$ cat config.mk
export PLATFORM = sky130hd
export DESIGN_NAME = pal_sop_array
export DESIGN_NICKNAME = d
export VERILOG_FILES = /design/src/rtl/pal_pkg.sv /design/src/rtl/pal_cfg_store.sv /design/src/rtl/pal_and_plane.sv /design/src/rtl/pal_or_group.sv /design/src/rtl/pal_sop_array.sv
export SDC_FILE = /design/constraint.sdc
export NUM_CORES = 2
export LEC_CHECK = 0
export ABC_AREA = 1
export BUFFER_PORTS_ARGS = -buffer_cell sky130_fd_sc_hd__buf_2
export CAP_MARGIN = 10
export CORE_ASPECT_RATIO = 2
export CORE_MARGIN = 2
export CORE_UTILIZATION = 30
export DETAILED_ROUTE_END_ITERATION = 8
export PLACE_DENSITY = 0.51
export REMOVE_ABC_BUFFERS = 1
export SYNTH_ARGS = -nofsm -noshare
export SYNTH_HDL_FRONTEND = slang
export SYNTH_SLANG_ARGS = --single-unit
$ cat constraint.sdc
create_clock -name clk -period 1.7 [get_ports clk]
set_input_delay 0.085 -clock clk [delete_from_list [all_inputs] [get_ports clk]]
set_output_delay 0.085 -clock clk [all_outputs]
set_load 0.005 [all_outputs]
$ cat src/rtl/pal_pkg.sv
package pal_pkg;
    localparam int unsigned DEF_DED_N  = 10;
    localparam int unsigned DEF_IO_N   = 6;
    localparam int unsigned DEF_GRP_N  = 8;
    localparam int unsigned DEF_LINE_N = 8;
endpackage

$ cat src/rtl/pal_cfg_store.sv
module pal_cfg_store #(
    parameter int unsigned CELL_N = 2048
) (
    input  logic              clk,
    input  logic              rst_n,
    input  logic              shift_en,
    input  logic              shift_bit,
    input  logic              commit,
    output logic [CELL_N-1:0] cells,
    output logic              loaded
);
    typedef struct packed {
        logic [CELL_N-1:0] cells;
        logic              loaded;
    } cfg_st_t;

    cfg_st_t st_d, st_q;

    always_comb begin
        st_d = st_q;
        if (shift_en) begin
            st_d.cells  = {shift_bit, st_q.cells[CELL_N-1:1]};
            st_d.loaded = 1'b0;
        end else if (commit) begin
            st_d.loaded = 1'b1;
        end
    end

    always_ff @(posedge clk or negedge rst_n) begin
        if (!rst_n) begin
            st_q.cells  <= '1;
            st_q.loaded <= 1'b0;
        end else begin
            st_q <= st_d;
        end
    end

    assign cells  = st_q.cells;
    assign loaded = st_q.loaded;

    assert_shift_entry_R2: assert property (@(posedge clk) disable iff (!rst_n)
        shift_en |=> (cells[CELL_N-1] == $past(shift_bit)));
    assert_hold_chain_R2: assert property (@(posedge clk) disable iff (!rst_n)
        !shift_en |=> $stable(cells));
    assert_shift_clears_R7: assert property (@(posedge clk) disable iff (!rst_n)
        shift_en |=> !loaded);
    assert_commit_sets_R7: assert property (@(posedge clk) disable iff (!rst_n)
        (commit && !shift_en) |=> loaded);
endmodule

$ cat src/rtl/pal_and_plane.sv
module pal_and_plane #(
    parameter int unsigned MTX_N = 16,
    parameter int unsigned PT_N  = 64,
    localparam int unsigned COL_N = 2 * MTX_N
) (
    input  logic [MTX_N-1:0]      mtx,
    input  logic [PT_N*COL_N-1:0] cells,
    output logic [PT_N-1:0]       prod
);
    logic [COL_N-1:0] in_lines;

    for (genvar j = 0; j < MTX_N; j++) begin : g_lines
        assign in_lines[2*j]   = mtx[j];
        assign in_lines[2*j+1] = ~mtx[j];
    end

    for (genvar p = 0; p < PT_N; p++) begin : g_pt
        logic [COL_N-1:0] sel;
        assign sel     = cells[p*COL_N +: COL_N];
        assign prod[p] = &(in_lines | ~sel);

        always_comb begin
            if (&sel) begin
                assert_full_line_zero_R4: assert (!prod[p])
                    else $error("fully connected product line is not 0");
            end
        end
    end
endmodule

$ cat src/rtl/pal_or_group.sv
module pal_or_group #(
    parameter int unsigned GRP_N  = 8,
    parameter int unsigned LINE_N = 8,
    localparam int unsigned SUM_N = LINE_N - 1
) (
    input  logic [GRP_N*LINE_N-1:0] prod,
    input  logic                    loaded,
    output logic [GRP_N-1:0]        out_n,
    output logic [GRP_N-1:0]        out_en
);
    for (genvar g = 0; g < GRP_N; g++) begin : g_grp
        logic [SUM_N-1:0] terms;
        assign terms     = prod[g*LINE_N+1 +: SUM_N];
        assign out_en[g] = loaded & prod[g*LINE_N];
        assign out_n[g]  = ~(|terms);
    end
endmodule

$ cat src/rtl/pal_sop_array.sv
module pal_sop_array
    import pal_pkg::*;
#(
    parameter int unsigned DED_N  = DEF_DED_N,
    parameter int unsigned IO_N   = DEF_IO_N,
    parameter int unsigned GRP_N  = DEF_GRP_N,
    parameter int unsigned LINE_N = DEF_LINE_N,
    localparam int unsigned MTX_N  = DED_N + IO_N,
    localparam int unsigned COL_N  = 2 * MTX_N,
    localparam int unsigned PT_N   = GRP_N * LINE_N,
    localparam int unsigned CELL_N = PT_N * COL_N
) (
    input  logic             clk,
    input  logic             rst_n,
    input  logic             cfg_shift_en,
    input  logic             cfg_bit,
    input  logic             cfg_commit,
    input  logic [DED_N-1:0] ded_in,
    input  logic [IO_N-1:0]  io_in,
    output logic [GRP_N-1:0] out_n,
    output logic [GRP_N-1:0] out_en
);
    typedef struct packed {
        logic [IO_N-1:0] fb;
    } fb_st_t;

    fb_st_t fb_d, fb_q;

    logic [CELL_N-1:0] cells;
    logic              cfg_loaded;
    logic [PT_N-1:0]   prod;
    logic [MTX_N-1:0]  mtx;
    logic [IO_N-1:0]   pad_val;

    pal_cfg_store #(.CELL_N(CELL_N)) cfg_i (
        .clk       (clk),
        .rst_n     (rst_n),
        .shift_en  (cfg_shift_en),
        .shift_bit (cfg_bit),
        .commit    (cfg_commit),
        .cells     (cells),
        .loaded    (cfg_loaded)
    );

    assign mtx = {fb_q.fb, ded_in};

    pal_and_plane #(.MTX_N(MTX_N), .PT_N(PT_N)) and_i (
        .mtx   (mtx),
        .cells (cells),
        .prod  (prod)
    );

    pal_or_group #(.GRP_N(GRP_N), .LINE_N(LINE_N)) or_i (
        .prod   (prod),
        .loaded (cfg_loaded),
        .out_n  (out_n),
        .out_en (out_en)
    );

    for (genvar k = 0; k < IO_N; k++) begin : g_pad
        assign pad_val[k] = out_en[k] ? out_n[k] : io_in[k];

        assert_fb_from_pad_R8: assert property (@(posedge clk) disable iff (!rst_n)
            !out_en[k] |=> (fb_q.fb[k] == $past(io_in[k])));
    end

    always_comb begin
        fb_d    = fb_q;
        fb_d.fb = pad_val;
    end

    always_ff @(posedge clk or negedge rst_n) begin
        if (!rst_n) begin
            fb_q <= '0;
        end else begin
            fb_q <= fb_d;
        end
    end

    assert_hiz_until_commit_R7: assert property (@(posedge clk) disable iff (!rst_n)
        !cfg_loaded |-> (out_en == '0));
endmodule

==> impl_metrics.tcl <==
set metrics [dict create \
    final_cell_mix "nand2_1, dfstp_2, o21ai_0" \
    finalWorstSetupSlack_ps -1302 \
    relSlewSlack_pct 62.59 \
    multiInputGateArea_um2 31880 \
    clock_latency_ps 870 \
    critPathKind "register to output port" \
    dp.cells 15840 \
    p_seq_share_pct 48.4 \
    n_fill_cell 31720 \
    areaGrowthSynthToFinish_pct 25.16 \
    wirelength_mm 289.1 \
    critPathMaxStageDelay_ps 490 \
    via_count 73390 \
    ys_ff_latch 2055 \
    path_clk_slew_ps 70 \
    track_usage_pct 18.26 \
    cts_root_buffer "clkbuf_16" \
    wl_per_cell_um 17.79 \
    gp_congestion 0.8326 \
    worstPathArrival_ps 2920 \
    cp_num_buf_inv 5 \
    critPathLaunchType "register" \
    die_h_um 790.6 \
    stdcell_count 16250 \
    violations "setup timing" \
    crit_path_top_delay_cell "dfrtp_4" \
    viasPerCell 4.515 \
    htree_levels 4 \
    p_per_area_nw_per_um2 1171 \
    p_comb_share_pct 18.6 \
    io_pins 37 \
    crit_path_max_fanout 5 \
    drcViolationCount 0 \
    switching_share_pct 28.08 \
    layout_commonest_cell "nand2_1" \
    p_clk_share_pct 33.0 \
    peakVddDrop_v 0.0008555 \
    cp.required_ps 1620 \
    yosysWarnings 0 \
    hold_viol_final 0 \
    p_leak_nw 51.92 \
    p_int_mw 97.82 \
    synth.distinct_cells 32 \
    fin_nets 12070 \
    port_buffers 36 \
    drive_gt1_share_pct 33.68 \
    power_switching_mw 38.18 \
    regArea_um2 54010 \
    die-area_um2 314100 \
    firstDrtPassIters 5 \
    cap_violations 0 \
    p_total_mw 136.0 \
    synthCells 10980 \
    fin_crit_ps 3002 \
    clkSinkCount 2055 \
    path_delay_family "simple AND/OR/NAND/NOR gates" \
    finalClockSkew_ps 44.56 \
    synth_area_um2 92800 \
    drtAntennaViolNets 0 \
    die_x_um 397.3 \
    initial_core_util_pct 30.16 \
    placementRows 288 \
    end_kind "output port" \
    period_share_pct 176.6 \
    setup_viol 22 \
    tritoncts "done" \
    fp.coreArea_um2 307700 \
    place_hpwl_mm 203.7 \
    grt_pass1_vias 74910 \
    drt_iter0_drc 3523 \
    maxSlewViolCount 0 \
    grt_overflow_total 0 \
    cts_inserted_buffers 191 \
    tightest_slew_ps 555.3 \
    syn_avg_cell_area_um2 8.453 \
    clockBufferDepth 4 \
    rsz0062_at_grt "true" \
    grt_max_degree 119 \
    hold_class "primary input to register" \
    holdWs_ps 67.26 \
    grt_pass1_wl_mm 443.1 \
    outcome "finished with violations" \
    antenna_found_initial 7 \
    cp_cell_sequence "buf_6 > buf_12 > buf_8 > o21ai_2 > nor2_1 > nand2_1 > nor2_1 > nand2_1 > nand2_2 > buf_12 > nor2_4 > and2_4 > buf_6" \
    yosysSeqAreaShare_pct 58.18 \
    fmax_mhz 333.2 \
]
## layer usage
layer  global-route usage, %  share of wire (%)  up-vias
li1                        -                  -    36780
met1                   20.03                 38    35480
met2                   36.03                 56      716
met3                   1.455                1.9      412
met4                   6.429                3.7        0
met5                       0                  0        -
## power groups by stage
stage	Clock (mW)	Sequential, mW	Combinational (mW)
floorplan	0	65.6	11.2
global placement	0	66.4	24.8
detailed placement	0	66.5	25.0
CTS	46.3	65.8	25.6
global route	47.9	66.8	28.7
finish	44.9	65.8	25.3
## flip-flops by register name, summed over array words and instances, names as in the netlist
| register | flops |
|---|---|
| cfg_i.cells | 2048 |
| fb_q | 6 |
| cfg_i.loaded | 1 |
## tightest hold or removal path: cells and delay by family
family	cells	cell delay, ps
AOI/OAI and AO/OA	1	70
and+or+nand+nor	1	60
buffers and inverters	2	700
## worst paths after layout
| path | to | startpoint | slack (ps) | depth (start not counted) |
|---|---|---|---|---|
| max reg2reg | fb_q[5]$_DFF_PN0_ | fb_q[1]$_DFF_PN0_ | -1060 | 17 |
| min in group asynchronous | cfg_i.cells[682]$_DFFE_PN1P_ | rst_n | 150 | 3 |
| max in group asynchronous | cfg_i.cells[149]$_DFFE_PN1P_ | rst_n | 950 | 4 |
| min reg2reg | cfg_i.cells[1127]$_DFFE_PN1P_ | cfg_i.cells[1128]$_DFFE_PN1P_ | 450 | 2 |
| min | cfg_i.cells[2047]$_DFFE_PN1P_ | cfg_bit | 70 | 4 |
| max | out_n[4] | fb_q[0]$_DFF_PN0_ | -1300 | 13 |
## synth_stat cells
library cell / count / area share [%]
a2111oi_2: 1 / 0.016
a211oi_2: 1 / 0.013
a21oi_1: 997 / 5.4
a221oi_1: 8 / 0.076
a221oi_2: 1 / 0.016
a22oi_1: 25 / 0.20
and2_1: 6 / 0.040
buf_2: 448 / 2.4
buf_4: 37 / 0.30
buf_6: 43 / 0.52
clkbuf_1: 138 / 0.56
clkbuf_2: 1 / 0.0054
clkinv_1: 1 / 0.0040
dfrtp_1: 7 / 0.19
dfstp_2: 2048 / 58
inv_1: 1056 / 4.3
inv_2: 8 / 0.032
mux2_2: 62 / 0.75
nand2_1: 2765 / 11
nand3_1: 69 / 0.37
nand3b_1: 7 / 0.057
nand4_1: 18 / 0.12
nor2_1: 1516 / 6.1
nor2_2: 6 / 0.040
nor3_1: 4 / 0.022
nor4_1: 1 / 0.0067
o2111ai_1: 3 / 0.028
o211ai_1: 2 / 0.016
o21a_1: 9 / 0.073
o21ai_0: 1637 / 8.8
o21ai_1: 16 / 0.086
o22ai_1: 38 / 0.26
## through the flow
step	TNS, ps	instance area, µm²	utilization (%)	setup slack (ps)
after floorplan	-30020	89270	-	-1464
after global placement	-13420	107800	35.02	-964.0
after detailed placement	-13320	107800	35.02	-961.7
after CTS	-24020	115500	37.54	-1375
after global routing	-25020	116100	37.74	-1406
final	-22470	116100	37.74	-1302
## cells by family after synthesis
family	synth area share (%)
AOI/OAI and AO/OA	14.99
buffers and inverters	8.109
DFF	58.18
muxes	0.7523
and+or+nand+nor	17.98
## area by class of cell
type | count | share of cell area (%)
Sequential cell | 2055 | 46.50
Multi-Input combinational cell | 7192 | 27.45
Timing Repair Buffer | 1544 | 12.76
Clock buffer | 289 | 4.979
Tap cell | 4060 | 4.374
Inverter | 1065 | 3.471
Clock inverter | 47 | 0.4643
Antenna cell | 2 | 0.004309
## what timing repair did
action / CTS / global route
setup endpoints to repair: 22 / 22
hold buffers: 11 / 0
buffers inserted: 36 / 12
pin swaps: 51 / 64
hold endpoints to repair: 2731 / 0
resized for setup: 227 / 110
gates cloned: 10 / 7
(Power assumes the default switching activity.)
